--- src/rtl/clkpair_pkg.sv ---
// Shared types for the divider pair solver.
package clkpair_pkg;
    // Controller states: launch/wait pairs for the three divisions of one candidate
    typedef enum logic [2:0] {
        ST_IDLE,
        ST_L1,
        ST_W1,
        ST_L2,
        ST_W2,
        ST_L3,
        ST_W3,
        ST_STEP
    } solve_state_t;
endpackage

--- src/rtl/clkpair_divider.sv ---
// Iterative restoring unsigned divider, one quotient bit per cycle.
// Assumes den is nonzero whenever start is raised; ready pulses W+1 cycles
// after start with the quotient on quo. A new start restarts the unit.
module clkpair_divider #(
    parameter int W = 25
) (
    input  logic         clk,
    input  logic         rst_n,
    input  logic         start,
    input  logic [W-1:0] num,
    input  logic [W-1:0] den,
    output logic [W-1:0] quo,
    output logic         ready
);
    localparam int CW = $clog2(W + 1);

    logic [W-1:0]  rem;
    logic [W-1:0]  qsh;
    logic [W-1:0]  den_r;
    logic [CW-1:0] cnt;
    logic          running;
    logic [W:0]    trial;
    logic          fits;

    // Shift the next dividend bit into the partial remainder and test it
    always_comb begin
        trial = {rem, qsh[W-1]};
        fits  = trial >= {1'b0, den_r};
    end

    // Load operands on start, then resolve one quotient bit per cycle
    always_ff @(posedge clk) begin
        if (!rst_n) begin
            rem     <= '0;
            qsh     <= '0;
            den_r   <= '0;
            cnt     <= '0;
            running <= 1'b0;
            ready   <= 1'b0;
        end else begin
            ready <= 1'b0;
            if (start) begin
                rem     <= '0;
                qsh     <= num;
                den_r   <= den;
                cnt     <= CW'(W);
                running <= 1'b1;
            end else if (running) begin
                rem <= fits ? W'(trial - {1'b0, den_r}) : trial[W-1:0];
                qsh <= {qsh[W-2:0], fits};
                cnt <= cnt - CW'(1);
                if (cnt == CW'(1)) begin
                    running <= 1'b0;
                    ready   <= 1'b1;
                end
            end
        end
    end

    assign quo = qsh;
endmodule

--- src/rtl/clkpair_judge.sv ---
// Combinational scoring of one candidate: fractional window test,
// absolute frequency error and comparison against the best so far.
// Assumes achieved and frac_q are the divider results of the current candidate.
module clkpair_judge #(
    parameter int KHZ_W    = 20,
    parameter int NUM_W    = 25,
    parameter int FRAC_MIN = 18,
    parameter int FRAC_MAX = 35
) (
    input  logic [NUM_W-1:0] frac_q,
    input  logic [NUM_W-1:0] achieved,
    input  logic [KHZ_W-1:0] target,
    input  logic [NUM_W-1:0] best_abs,
    input  logic             best_valid,
    output logic             in_range,
    output logic [NUM_W-1:0] abs_err,
    output logic             better
);
    localparam logic [NUM_W-1:0] LO = NUM_W'(FRAC_MIN);
    localparam logic [NUM_W-1:0] HI = NUM_W'(FRAC_MAX);

    logic [NUM_W-1:0] tgt_x;

    // Window test, magnitude of error, strict improvement (first wins ties)
    always_comb begin
        tgt_x    = NUM_W'(target);
        in_range = (frac_q >= LO) && (frac_q <= HI);
        abs_err  = (achieved >= tgt_x) ? (achieved - tgt_x) : (tgt_x - achieved);
        better   = !best_valid || (abs_err < best_abs);
    end
endmodule

--- src/rtl/clkpair_ctrl.sv ---
// Search controller: screens the request, walks the integer divisor
// candidates, sequences the shared divider and keeps the best pair.
// Assumes the divider returns ready exactly once per launch.
module clkpair_ctrl
    import clkpair_pkg::*;
#(
    parameter int KHZ_W     = 20,
    parameter int DIV_W     = 6,
    parameter int NUM_W     = 25,
    parameter int FRAC_W    = 6,
    parameter int FRAC_BASE = 18,
    parameter int TOL_KHZ   = 100,
    parameter int XTAL_KHZ  = 24000
) (
    input  logic              clk,
    input  logic              rst_n,
    input  logic              start,
    input  logic [KHZ_W-1:0]  root_khz,
    input  logic [KHZ_W-1:0]  target_khz,
    input  logic [NUM_W-1:0]  div_quo,
    input  logic              div_ready,
    input  logic              in_range,
    input  logic [NUM_W-1:0]  abs_err,
    input  logic              better,
    output logic              div_start,
    output logic [NUM_W-1:0]  div_num,
    output logic [NUM_W-1:0]  div_den,
    output logic [NUM_W-1:0]  frac_q,
    output logic [KHZ_W-1:0]  tgt_q,
    output logic [NUM_W-1:0]  best_abs,
    output logic              best_valid,
    output logic              busy,
    output logic              done,
    output logic              fail,
    output logic              use_xtal,
    output logic [FRAC_W-1:0] frac_sel,
    output logic [DIV_W-1:0]  idiv_sel
);
    localparam logic [KHZ_W-1:0] XTAL_K = KHZ_W'(XTAL_KHZ);
    localparam logic [NUM_W-1:0] TOL_K  = NUM_W'(TOL_KHZ);
    localparam logic [NUM_W-1:0] BASE_K = NUM_W'(FRAC_BASE);

    solve_state_t     state;
    logic [DIV_W-1:0] cand;
    logic [NUM_W-1:0] prod;
    logic [NUM_W-1:0] q1_r;
    logic [FRAC_W-1:0] best_f;
    logic [DIV_W-1:0] best_c;
    logic             finish;
    logic             ok;

    // Divider operand selection for the phase being launched
    always_comb begin
        div_start = 1'b0;
        div_num   = prod;
        div_den   = NUM_W'(cand);
        unique case (state)
            ST_L1: div_start = 1'b1;
            ST_L2: begin
                div_start = 1'b1;
                div_num   = q1_r + NUM_W'(tgt_q >> 1);
                div_den   = NUM_W'(tgt_q);
            end
            ST_L3: begin
                div_start = in_range;
                div_den   = NUM_W'(frac_q[FRAC_W-1:0]) * NUM_W'(cand);
            end
            default: ;
        endcase
    end

    // End of sweep: last candidate reached or an exact pair already found
    always_comb begin
        finish = (cand == '1) || (best_valid && best_abs == '0);
        ok     = best_valid && (best_abs <= TOL_K);
    end

    // Main sequencer and result registers
    always_ff @(posedge clk) begin
        if (!rst_n) begin
            state      <= ST_IDLE;
            cand       <= '0;
            prod       <= '0;
            q1_r       <= '0;
            frac_q     <= '0;
            tgt_q      <= '0;
            best_abs   <= '0;
            best_valid <= 1'b0;
            best_f     <= '0;
            best_c     <= '0;
            busy       <= 1'b0;
            done       <= 1'b0;
            fail       <= 1'b0;
            use_xtal   <= 1'b0;
            frac_sel   <= '0;
            idiv_sel   <= '0;
        end else begin
            done <= 1'b0;
            unique case (state)
                ST_IDLE: begin
                    if (start) begin
                        tgt_q    <= target_khz;
                        frac_sel <= '0;
                        idiv_sel <= '0;
                        if (target_khz < XTAL_K) begin
                            fail     <= 1'b1;
                            use_xtal <= 1'b0;
                            done     <= 1'b1;
                        end else if (target_khz == XTAL_K) begin
                            fail     <= 1'b0;
                            use_xtal <= 1'b1;
                            done     <= 1'b1;
                        end else begin
                            fail       <= 1'b0;
                            use_xtal   <= 1'b0;
                            busy       <= 1'b1;
                            cand       <= DIV_W'(1);
                            best_valid <= 1'b0;
                            best_abs   <= '0;
                            prod       <= NUM_W'(root_khz) * BASE_K;
                            state      <= ST_L1;
                        end
                    end
                end
                ST_L1: state <= ST_W1;
                ST_W1: if (div_ready) begin
                    q1_r  <= div_quo;
                    state <= ST_L2;
                end
                ST_L2: state <= ST_W2;
                ST_W2: if (div_ready) begin
                    frac_q <= div_quo;
                    state  <= ST_L3;
                end
                ST_L3: state <= in_range ? ST_W3 : ST_STEP;
                ST_W3: if (div_ready) begin
                    if (better) begin
                        best_abs   <= abs_err;
                        best_valid <= 1'b1;
                        best_f     <= frac_q[FRAC_W-1:0];
                        best_c     <= cand;
                    end
                    state <= ST_STEP;
                end
                ST_STEP: begin
                    if (finish) begin
                        busy     <= 1'b0;
                        done     <= 1'b1;
                        fail     <= !ok;
                        frac_sel <= ok ? best_f : '0;
                        idiv_sel <= ok ? best_c : '0;
                        state    <= ST_IDLE;
                    end else begin
                        cand  <= cand + DIV_W'(1);
                        state <= ST_L1;
                    end
                end
                default: state <= ST_IDLE;
            endcase
        end
    end
endmodule

--- src/rtl/clkpair_solver.sv ---
// Top of the divider pair solver: controller, shared iterative divider
// and candidate scorer. Rates are in kHz; one solve per start pulse.
module clkpair_solver #(
    parameter int KHZ_W     = 20,
    parameter int DIV_W     = 6,
    parameter int FRAC_BASE = 18,
    parameter int FRAC_MIN  = 18,
    parameter int FRAC_MAX  = 35,
    parameter int TOL_KHZ   = 100,
    parameter int XTAL_KHZ  = 24000,
    localparam int FRAC_W   = $clog2(FRAC_MAX + 1)
) (
    input  logic              clk,
    input  logic              rst_n,
    input  logic              start,
    input  logic [KHZ_W-1:0]  root_khz,
    input  logic [KHZ_W-1:0]  target_khz,
    output logic              busy,
    output logic              done,
    output logic              fail,
    output logic              use_xtal,
    output logic [FRAC_W-1:0] frac_sel,
    output logic [DIV_W-1:0]  idiv_sel
);
    localparam int NUM_W = KHZ_W + $clog2(FRAC_BASE + 1);

    logic             div_start;
    logic [NUM_W-1:0] div_num;
    logic [NUM_W-1:0] div_den;
    logic [NUM_W-1:0] div_quo;
    logic             div_ready;
    logic [NUM_W-1:0] frac_q;
    logic [KHZ_W-1:0] tgt_q;
    logic [NUM_W-1:0] best_abs;
    logic             best_valid;
    logic             in_range;
    logic [NUM_W-1:0] abs_err;
    logic             better;

    clkpair_divider #(.W(NUM_W)) u_div (
        .clk   (clk),
        .rst_n (rst_n),
        .start (div_start),
        .num   (div_num),
        .den   (div_den),
        .quo   (div_quo),
        .ready (div_ready)
    );

    clkpair_judge #(
        .KHZ_W(KHZ_W), .NUM_W(NUM_W), .FRAC_MIN(FRAC_MIN), .FRAC_MAX(FRAC_MAX)
    ) u_judge (
        .frac_q     (frac_q),
        .achieved   (div_quo),
        .target     (tgt_q),
        .best_abs   (best_abs),
        .best_valid (best_valid),
        .in_range   (in_range),
        .abs_err    (abs_err),
        .better     (better)
    );

    clkpair_ctrl #(
        .KHZ_W(KHZ_W), .DIV_W(DIV_W), .NUM_W(NUM_W), .FRAC_W(FRAC_W),
        .FRAC_BASE(FRAC_BASE), .TOL_KHZ(TOL_KHZ), .XTAL_KHZ(XTAL_KHZ)
    ) u_ctrl (
        .clk        (clk),
        .rst_n      (rst_n),
        .start      (start),
        .root_khz   (root_khz),
        .target_khz (target_khz),
        .div_quo    (div_quo),
        .div_ready  (div_ready),
        .in_range   (in_range),
        .abs_err    (abs_err),
        .better     (better),
        .div_start  (div_start),
        .div_num    (div_num),
        .div_den    (div_den),
        .frac_q     (frac_q),
        .tgt_q      (tgt_q),
        .best_abs   (best_abs),
        .best_valid (best_valid),
        .busy       (busy),
        .done       (done),
        .fail       (fail),
        .use_xtal   (use_xtal),
        .frac_sel   (frac_sel),
        .idiv_sel   (idiv_sel)
    );
endmodule

--- config.mk ---
export PLATFORM = sky130hd
export DESIGN_NAME = clkpair_solver
export DESIGN_NICKNAME = d
export VERILOG_FILES = /design/src/rtl/clkpair_pkg.sv /design/src/rtl/clkpair_divider.sv /design/src/rtl/clkpair_judge.sv /design/src/rtl/clkpair_ctrl.sv /design/src/rtl/clkpair_solver.sv
export SDC_FILE = /design/constraint.sdc
export NUM_CORES = 1
export LEC_CHECK = 0
export CORE_AREA = 2 2 143 215
export DETAILED_ROUTE_END_ITERATION = 10
export DIE_AREA = 0 0 145 217
export PLACE_DENSITY_LB_ADDON = 0.12
export SLEW_MARGIN = 20
export SYNTH_ARGS = -nofsm -noshare
export SYNTH_HDL_FRONTEND = slang
export SYNTH_SLANG_ARGS = --single-unit
export TNS_END_PERCENT = 1
--- constraint.sdc ---
create_clock -name clk -period 13.4 [get_ports clk]
set_clock_uncertainty 0.15 [all_clocks]
set_input_delay 3.35 -clock clk [delete_from_list [all_inputs] [get_ports clk]]
set_output_delay 3.35 -clock clk [all_outputs]
set_load 0.02 [all_outputs]
==> results of run 1 <==
## cells by family after synthesis
logic type | share of synthesized area, %
xor gates and xnor gates | 4.956
DFF | 29.17
and+or+nand+nor | 18.80
buffers and inverters | 6.132
adders and majority gates | 15.21
muxes | 3.265
AOI/OAI and AO/OA | 22.46
## worst max path at each step
stage,endpoint,startpoint,cells past startpoint,slack (ns)
floorplan,u_ctrl.prod[23]$_SDFFE_PN0P_,root_khz[1],13,6.99
global placement,u_ctrl.prod[23]$_SDFFE_PN0P_,root_khz[4],14,6.21
detailed placement,u_ctrl.prod[23]$_SDFFE_PN0P_,root_khz[4],14,6.17
CTS,u_ctrl.prod[23]$_SDFFE_PN0P_,root_khz[4],14,6.73
global route,u_ctrl.best_abs[23]$_SDFFE_PN0P_,u_div.quo[6]$_SDFFE_PN0P_,21,6.50
finish,u_ctrl.prod[21]$_SDFFE_PN0P_,root_khz[4],13,6.70
## layout make-up
class                           instances  area [um^2]
Timing Repair Buffer                   73        693.2
Fill cell                            2815        12000
Tap cell                              400        500.5
Inverter                              148        558.0
Sequential cell                       234         4686
Clock buffer                           30        674.4
Clock inverter                         14        210.2
Multi-Input combinational cell       1568        10440
## worst min-delay path: stages (launching register included)
cell	delay, ns
dfxtp_1	0.31
nand2_1	0.05
a21oi_1	0.05
## synth_stat cells, types with 6 or more instances
library cell / n / area (um^2)
nand2_1: 309 / 1160
dfxtp_1: 234 / 4684
a21oi_1: 220 / 1101
nor2_1: 170 / 638.1
ha_1: 160 / 2002
inv_1: 148 / 555.5
clkbuf_1: 99 / 371.6
o21ai_0: 88 / 440.4
xnor2_1: 52 / 455.4
mux2i_1: 49 / 490.5
a211oi_1: 42 / 315.3
a21o_1: 39 / 292.8
xor2_1: 37 / 324.1
nor3_1: 32 / 160.2
nand3_1: 30 / 150.1
and2_1: 25 / 156.4
fa_1: 22 / 440.4
a22oi_1: 21 / 157.7
a31oi_1: 19 / 118.9
nand4_1: 18 / 112.6
nor4_1: 18 / 112.6
a22o_1: 16 / 140.1
nand2b_1: 16 / 100.1
nor2b_1: 15 / 93.84
o211ai_1: 13 / 97.59
o22ai_1: 13 / 81.33
a221oi_1: 12 / 105.1
or3_1: 12 / 75.07
o21a_1: 10 / 75.07
o21bai_1: 8 / 60.06
a311oi_1: 7 / 61.31
a21boi_0: 6 / 45.04
o31ai_1: 6 / 45.04
## per-stage QoR
stage	hold WS [ns]	utilization, %
2_1_floorplan	0.2790	-
3_3_place_gp	0.2920	56.68
3_5_place_dp	0.2928	56.68
4_1_cts	0.3010	59.65
5_1_grt	0.3197	59.67
6_report	0.3011	59.67
## metal layers
layer | up-vias | global-route usage, % | routed length, um
li1 | 7191 | - | -
met1 | 6950 | 36.57 | 19760
met4 | 0 | 13.40 | 2084
met5 | - | 0 | 0
met3 | 107 | 3.249 | 2145
met2 | 414 | 49.21 | 21940
## power by group through the flow
stage                     combinational, mW  sequential (mW)  clock [mW]
final                                 0.912            0.775       0.757
after global routing                   1.01            0.778       0.795
after global placement                0.893            0.788           0
after CTS                             0.907            0.773       0.768
after floorplan                       0.695            0.765           0
after detailed placement              0.900            0.789           0
## flip-flops by register name, indices dropped and copies added, names as in the netlist, 3 cells and up
signal and cells:
u_ctrl.best_abs 25, u_ctrl.best_c 6, u_ctrl.best_f 6, u_ctrl.cand 6, u_ctrl.frac_q 25, u_ctrl.frac_sel 6, u_ctrl.idiv_sel 6, u_ctrl.prod 24
u_ctrl.q1_r 25, u_ctrl.state 3, u_ctrl.tgt_q 20, u_div.cnt 5, u_div.den_r 20, u_div.quo 25, u_div.rem 25
==> qor.csv, run 1 <==
stage;metric;value;unit
global_routing;grt_pass1_wl;73.86;mm
synth;synth_edf_count;0;
hold_path;min_to;u_ctrl.frac_q[22]$_SDFFE_PN0P_;
route;num_vias;14660;
worst_setup_path;critPathSlowestCell;clkdlybuf4s50_1;
worst_setup_path;critical_path_required;13.71;ns
route;wl;45.93;mm
clocking;clock_sinks;234;
route;viasPerCell;5.943;
finish;layout_common_cells;308 x nand2_1, 233 x dfxtp_1, 220 x a21oi_1;
finish;design_area;0.01776;mm^2
pwr;switching_share;36.11;%
pwr;intPower;1.561;mW
synth;syn_avg_cell_area;7.795;um^2
clocking;cts_setup_buffers;0;
worst_setup_path;rrSetupSlack;6.88;ns
synth;async_flop_share;0;%
placement;dpl-instance-area;0.01687;mm^2
worst_setup_path;crit_fanout;3;
global_routing;antenna_found_initial;0;
clocking;cts_tree;yes;
die;fp.dieH;217;um
clocking;cts.clk_slew.worst_paths;0.06;ns
synth;synth.distinct_cells;80;
timing;setup_ws;6.700;ns
finish;drive_above_1_share;4.403;%
worst_setup_path;path_class;in2reg;
clocking;cts_buffers;25;
global_routing;grt.overflow.total;0;
status;status;completed;
pwr;p_leak;7.230;nW
clocking;htree_num_levels;1;
clocking;cts-resized-gates;0;
timing;tightest_slew;1.168;ns
pwr;p_switching;0.8824;mW
die;start_util;53.95;%
pwr;total_power;2.443;mW
synth;netlist_area;0.01606;mm^2
clocking;cts_buffer_depth;3;
placement;numPortBuffers;58;
worst_setup_path;arrival;7.01;ns
timing;slew_violations;0;
synth;syn-instance-count;2060;
die;core;0.02977;mm^2
die;ios;59;
synth;ys_seq_area_share;29.17;%
pwr;p_per_area;137.6;mW/mm^2
timing;fmaxAchievable;0.1493;GHz
run;max_cap_viol_count;0;
pwr;clkPwrFrac;31.0;%
worst_setup_path;worstRegToRegCells;20;
die;chipWidth;145;um
clocking;cts_root_buffer;clkbuf_16;
finish;final_common_cell;nand2_1;
synth;synth_nets;2285;
timing;final.min_clock_period;6.700;ns
timing;rsz0062_at_grt;no;
hold_path;whs_path_depth;2;
finish;syn_to_final_growth;10.61;%
clocking;insertion_delay;0.55;ns
synth;ys.flop_type;dfxtp_1;
route;drt-pass1-iter-count;5;
worst_setup_path;critPathBufInv;1;
worst_setup_path;start_kind;input pin;
placement;place.gp.congestion;0.9559;
pwr;p_seq_share;31.7;%
worst_setup_path;r2r-end;u_ctrl.best_abs[24]$_SDFFE_PN0P_;
timing;tns;0;ns
timing;period_share;50.00;%
timing;maxSlewHeadroom;22.14;%
finish;fin_nets;2275;
placement;placedCellCount;2423;
pwr;peakVddDrop;172.1;uV
die;rows;78;
worst_setup_path;cpPeakStageDelay;0.52;ns
hold_path;min_from;u_ctrl.frac_q[22]$_SDFFE_PN0P_;
route;drtIter0Drc;1048;
worst_setup_path;crit_family;compound AO/OA/AOI/OAI gates;
finish;n_antenna_cell;0;
synth;yosysWarnings;0;
route;wl_per_cell;18.62;um
synth;yosys_register_bits;234;
pwr;combPwrFrac;37.3;%
route;ant_nets;0;
worst_setup_path;r2r_start;u_ctrl.tgt_q[6]$_SDFFE_PN0P_;
timing;setup_viol;0;
finish;fin_cells;2467;
clocking;cts_hold_buffers;0;
global_routing;track_usage;28.82;%
placement;pre_cts_slack;6.171;ns
worst_setup_path;worst_setup_path_end_kind;flip-flop;
worst_setup_path;cp_cell_sequence;clkdlybuf4s50_1 > ha_1 > ha_1 > fa_1 > a211oi_1 > o21bai_1 > a31oi_1 > o211ai_1 > a31oi_1 > o21ai_0 > o311a_1 > or3_1 > a21oi_1;
timing;hold_violations;0;
global_routing;grt_pass1_vias;14110;
route;drc;0;
placement;dp_hpwl;33.98;mm
die;dieArea;0.03147;mm^2
global_routing;grt_max_degree;84;
hold_path;hp-class;reg2reg;
No activity file was read; power rests on OpenSTA's default activity.
==> run 2: changes to the inputs <==
==> constraint.sdc (replaced) <==
create_clock -name clk -period 6.4 [get_ports clk]
set_clock_uncertainty 0.15 [all_clocks]
set_input_delay 1.6 -clock clk [delete_from_list [all_inputs] [get_ports clk]]
set_output_delay 1.6 -clock clk [all_outputs]
set_load 0.02 [all_outputs]
==> qor.csv, run 2 (synthesis gave the netlist of run 1 again) <==
stage;metric;value;unit;change
timing;slew_violations;0;;unchanged
placement;pre_cts_slack;0.4567;ns;-5.714 ns
worst_setup_path;path_class;reg2reg;;
timing;maxSlewHeadroom;28.22;%;+6.1 points
finish;fin_cells;2486;;+0.77%
worst_setup_path;r2r_start;u_div.quo[6]$_SDFFE_PN0P_;;
timing;fmaxAchievable;0.1671;GHz;
clocking;cts_buffer_depth;3;;unchanged
finish;n_antenna_cell;0;;unchanged
finish;syn_to_final_growth;11.13;%;
die;rows;78;;unchanged
hold_path;min_from;u_ctrl.frac_q[24]$_SDFFE_PN0P_;;
finish;post-route-util;59.95;%;+0.28 points
timing;final.min_clock_period;5.984;ns;
global_routing;antenna_found_initial;0;;unchanged
clocking;cts_setup_buffers;0;;unchanged
die;fp.dieH;217;um;unchanged
timing;rsz0062_at_grt;no;;
pwr;p_leak;7.297;nW;+0.94%
route;drc;0;;unchanged
route;drt-pass1-iter-count;5;;unchanged
worst_setup_path;critical_path_required;6.72;ns;-6.99 ns
die;ios;59;;unchanged
timing;setup_viol;0;;unchanged
die;core;0.02977;mm^2;unchanged
finish;final_common_cell;nand2_1;;
clocking;insertion_delay;0.54;ns;about the same
worst_setup_path;crit_fanout;19;;+16
route;wl;49.57;mm;+7.9%
global_routing;grt_pass1_vias;14580;;+3.3%
status;status;completed;;
finish;layout_common_cells;308 x nand2_1, 233 x dfxtp_1, 220 x a21oi_1;;
placement;place.gp.congestion;0.9710;;+1.6%
global_routing;track_usage;30.98;%;+2.2 points
clocking;htree_num_levels;1;;unchanged
finish;seq_area;0.004686;mm^2;unchanged
hold_path;hp-class;reg2reg;;
route;ant_nets;0;;unchanged
placement;placedCellCount;2442;;+0.78%
placement;dp_hpwl;38.15;mm;+12%
run;max_cap_viol_count;0;;unchanged
worst_setup_path;arrival;6.31;ns;-0.70 ns
clocking;clock_sinks;234;;unchanged
worst_setup_path;start_kind;flip-flop;;
global_routing;grt_max_degree;108;;+29%
route;viasPerCell;6.013;;+1.2%
die;dieArea;0.03147;mm^2;unchanged
finish;fin_nets;2293;;+0.79%
clocking;cts_buffers;24;;-4.0%
finish;drive_above_1_share;5.225;%;+0.82 points
clocking;cts_root_buffer;clkbuf_16;;
route;wl_per_cell;19.94;um;+7.1%
clocking;cts-resized-gates;0;;unchanged
timing;setup_ws;0.4162;ns;-6.284 ns
worst_setup_path;startpoint;u_div.quo[6]$_SDFFE_PN0P_;;
timing;tightest_slew;1.074;ns;-0.09367 ns
global_routing;grt.overflow.total;0;;unchanged
route;num_vias;14950;;+2.0%
timing;tns;0;ns;unchanged
clocking;cts.clk_slew.worst_paths;0.07;ns;about the same
pwr;peakVddDrop;239.4;uV;+39%
die;chipWidth;145;um;unchanged
timing;period_share;93.50;%;
finish;multi_input_area;0.01043;mm^2;about the same
finish;fillerInstances;2817;;+0.071%
clocking;cts_hold_buffers;0;;unchanged
placement;numPortBuffers;58;;unchanged
timing;hold_violations;0;;unchanged
global_routing;grt_pass1_wl;78.29;mm;+6.0%
die;start_util;53.95;%;unchanged
clocking;cts_tree;yes;;
worst_setup_path;worst_setup_path_end_kind;flip-flop;;
route;drtIter0Drc;967;;-7.7%
pwr;p_per_area;284.9;mW/mm^2;+110%
[run 2: cell types whose count changed in the layout (fill, tap and decap cells not counted), moves of 2 or more]
cell and delta:
inv_6 -2, buf_4 +18, clkbuf_8 +4, bufinv_16 -4
[run 2: routing by layer]
metal | wire length (um) | share of wire [%] | GRT usage [%] | up-vias
li1 | - | - | - | 7212
met1 | 19590 | 40 | 35.99 | 7058
met2 | 24380 | 49 | 55.57 | 525
met3 | 2527 | 5.1 | 2.851 | 154
met4 | 3074 | 6.2 | 18.09 | 0
met5 | 0 | 0 | 0 | -
[run 2: final cells by class]
cell class	count	share of cell area [%]
inverters	148	3.127
multi-input cells	1568	58.46
clock buffers	33	4.067
clock inverters	11	0.5259
well taps	400	2.805
flip-flops and latches	234	26.26
repair buffers	92	4.754
[run 2: metrics by stage]
| step | instance area, um^2 | total power, mW | hold slack, ns |
|---|---|---|---|
| after global routing | 17840 | 5.362 | 0.3200 |
| after CTS | 17840 | 5.094 | 0.3003 |
| after detailed placement | 17030 | 3.640 | 0.2931 |
| final | 17840 | 5.085 | 0.2991 |
| after global placement | 17030 | 3.623 | 0.2900 |
| after floorplan | 16060 | 3.056 | 0.2790 |
[run 2: worst paths after layout]
kind,to,slack (ns),cells after the start
worst max register to register,u_ctrl.best_abs[0]$_SDFFE_PN0P_,0.42,22
worst min-delay path,u_ctrl.frac_q[24]$_SDFFE_PN0P_,0.30,2
worst max-delay path,u_ctrl.best_abs[0]$_SDFFE_PN0P_,0.42,22
worst min register to register,u_ctrl.frac_q[24]$_SDFFE_PN0P_,0.30,2
[run 2: critical path, stage by stage, from the launching register on]
cell	delay, ns
dfxtp_1	0.39
inv_1	0.08
ha_1	0.44
a211o_1	0.34
o211ai_1	0.16
nand2b_1	0.16
o311ai_4	0.42
a2111o_1	0.35
nand2_2	0.29
nor4_1	0.49
a31oi_1	0.10
xnor2_1	0.22
ha_1	0.28
a21o_1	0.18
a21o_1	0.16
a21oi_1	0.13
o21ai_0	0.09
nand2_1	0.06
nor4b_1	0.42
o31ai_4	0.27
buf_4	0.30
or2_2	0.30
a21oi_1	0.13
[run 2: power by group]
group          switching, mW  total, mW  internal (mW)  leakage, nW
logic                   1.21       2.02          0.809         5.00
clock network          0.620       1.46          0.835        0.398
registers             0.0842       1.61           1.52         1.90
total                   1.92       5.08           3.17         7.30
==> run 3: changes to the inputs <==
--- a/config.mk
+++ b/config.mk
@@ -5,9 +5,11 @@
 export SDC_FILE = /design/constraint.sdc
 export NUM_CORES = 1
 export LEC_CHECK = 0
-export CORE_AREA = 2 2 143 215
+export CELL_PAD_IN_SITES_DETAIL_PLACEMENT = 1
+export CELL_PAD_IN_SITES_GLOBAL_PLACEMENT = 1
+export CORE_AREA = 2 2 154 232
 export DETAILED_ROUTE_END_ITERATION = 10
-export DIE_AREA = 0 0 145 217
+export DIE_AREA = 0 0 156 234
 export PLACE_DENSITY_LB_ADDON = 0.12
 export SLEW_MARGIN = 20
 export SYNTH_ARGS = -nofsm -noshare
==> qor.csv, run 3 (synthesis gave the netlist of run 1 again) <==
stage;metric;value;unit;change
finish;layout_common_cells;308 x nand2_1, 233 x dfxtp_1, 220 x a21oi_1;;
finish;drive_above_1_share;5.444;%;+0.22 points
placement;dp_hpwl;42.09;mm;+10%
route;drc;0;;unchanged
timing;tightest_slew;1.095;ns;+0.02121 ns
die;start_util;46.44;%;-7.5 points
clocking;cts_setup_buffers;0;;unchanged
timing;rsz0062_at_grt;no;;
global_routing;grt_max_degree;127;;+18%
placement;numPortBuffers;58;;unchanged
global_routing;grt_pass1_vias;15790;;+8.3%
route;drt-pass1-iter-count;5;;unchanged
finish;syn_to_final_growth;11.94;%;
timing;final.min_clock_period;6.049;ns;+0.06519 ns
worst_setup_path;cpPeakStageDelay;0.63;ns;+0.14 ns
clocking;clock_sinks;234;;unchanged
finish;fillerInstances;4246;;+51%
die;chipWidth;156;um;+7.6%
route;wl_met3;1.598;mm;-37%
timing;hold_violations;0;;unchanged
worst_setup_path;path_class;reg2reg;;
worst_setup_path;arrival;6.32;ns;about the same
finish;seq_area;0.004686;mm^2;unchanged
pwr;peakVddDrop;236.2;uV;-1.3%
placement;place.gp.congestion;0.9241;;-4.8%
clocking;cts_buffer_depth;3;;unchanged
clocking;cts_hold_buffers;0;;unchanged
route;drtIter0Drc;743;;-23%
hold_path;hp-class;reg2reg;;
clocking;cts_root_buffer;clkbuf_16;;
route;wl_met2;28.39;mm;+16%
die;rows;84;;+7.7%
route;top_layer;met4;;
route;num_vias;15120;;+1.2%
route;wl;55.43;mm;+12%
timing;maxSlewHeadroom;26.80;%;-1.4 points
clocking;insertion_delay;0.56;ns;+0.02 ns
finish;fin_cells;2524;;+1.5%
worst_setup_path;cp_cell_sequence;ha_1 > a211o_1 > o211ai_1 > nand2b_1 > o311ai_4 > a2111o_1 > nand2_2 > buf_4 > mux2i_1 > a311oi_1 > xnor2_1 > ha_1 > nor4_1 > a211oi_1 > a211oi_1 > o31ai_4 > buf_4 > mux2i_1 > nor2_1;;
global_routing;track_usage;30.26;%;-0.72 points
pwr;p_per_area;292.9;mW/mm^2;+2.8%
timing;fmaxAchievable;0.1653;GHz;-1.1%
die;ios;59;;unchanged
clocking;cts_tree;yes;;
route;viasPerCell;5.991;;-0.37%
worst_setup_path;critPathBufInv;2;;unchanged
finish;n_antenna_cell;0;;unchanged
worst_setup_path;worst_setup_path_end_kind;flip-flop;;
route;drt-met1-wl;22.70;mm;+16%
route;ant_nets;0;;unchanged
worst_setup_path;crit_family;compound AO/OA/AOI/OAI gates;;
route;wl_per_cell;21.96;um;+10%
finish;final_common_cell;nand2_1;;
timing;slew_violations;0;;unchanged
status;status;completed;;
clocking;cts.clk_slew.worst_paths;0.06;ns;about the same
clocking;htree_num_levels;1;;unchanged
worst_setup_path;critPathSlowestCell;o31ai_4;;
die;core;0.03458;mm^2;+16%
worst_setup_path;crit_fanout;16;;-3
finish;multi_input_area;0.01043;mm^2;about the same
pwr;p_leak;7.361;nW;+0.87%
finish;fin_nets;2300;;+0.31%
worst_setup_path;critical_path_required;6.67;ns;-0.05 ns
clocking;cts_buffers;25;;+4.2%
timing;tns;0;ns;unchanged
die;fp.dieH;234;um;+7.8%
worst_setup_path;start_kind;flip-flop;;
die;dieArea;0.03650;mm^2;+16%
placement;placedCellCount;2478;;+1.5%
timing;period_share;94.52;%;+1.0 points
global_routing;grt.overflow.total;0;;unchanged
run;max_cap_viol_count;0;;unchanged
timing;setup_viol;0;;unchanged
global_routing;antenna_found_initial;0;;unchanged
global_routing;grt_pass1_wl;87.12;mm;+11%
==> run 3: changes by cell type in the layout (fill, tap and decap cells not counted), moves of 3 or more <==
cell | before | now
bufinv_16 | 1 | 4
clkbuf_8 | 7 | 4
buf_4 | 33 | 39
clkbuf_1 | 1 | 5
clkinvlp_4 | 4 | 1
==> run 3: stage by stage <==
step                      util [%]  cell area [um^2]  setup WS [ns]  hold WS [ns]  total power, mW
after global routing         51.98             17970        0.02702        0.3155            5.553
after CTS                    51.96             17970         0.3756        0.3053            5.285
after global placement       49.46             17100         0.5414        0.2889            3.648
after floorplan                  -             16060          1.200        0.2790            3.056
final                        51.98             17970         0.3510        0.3021            5.265
after detailed placement     49.46             17100         0.3914        0.2954            3.701
==> run 3: path summary, 6_finish.rpt <==
check / slack [ns] / cells past startpoint / from / endpoint
max reg2reg: 0.35 / 19 / u_ctrl.tgt_q[6]$_SDFFE_PN0P_ / u_ctrl.best_c[0]$_SDFFE_PN0P_
max: 0.35 / 19 / u_ctrl.tgt_q[6]$_SDFFE_PN0P_ / u_ctrl.best_c[0]$_SDFFE_PN0P_
min: 0.30 / 2 / u_ctrl.prod[22]$_SDFFE_PN0P_ / u_ctrl.prod[22]$_SDFFE_PN0P_
min reg2reg: 0.30 / 2 / u_ctrl.prod[22]$_SDFFE_PN0P_ / u_ctrl.prod[22]$_SDFFE_PN0P_
==> run 3: repair_timing <==
item                                    4_1_cts  5_1_grt
gates resized for setup                       0        1
endpoints found under the hold margin         0        0
endpoints found under the setup margin        0       29
==> run 3: per-layer routing <==
layer  vias to the layer above  global-route usage, %
li1                       7216                      -
met3                       126                  2.384
met5                         -                      0
met1                      7472                  35.30
met2                       308                  55.95
met4                         0                  14.05
==> run 3: layout make-up <==
class | instances | share of cell area [%]
clock buffer | 34 | 3.891
clock inverter | 12 | 0.9258
inverter | 148 | 3.105
multi-input combinational | 1568 | 58.05
sequential | 234 | 26.07
tap | 430 | 2.993
timing repair buffer | 98 | 4.970
==> run 3: worst min-delay path, cell delays in order (launching register included) <==
cell and delay (ns):
dfxtp_1 0.31, nand2_1 0.05, a21oi_1 0.05
==> run 3: report_power, final <==
group	internal, mW	switching, mW
logic	0.816	1.28
registers	1.52	0.0799
clock network	0.927	0.643
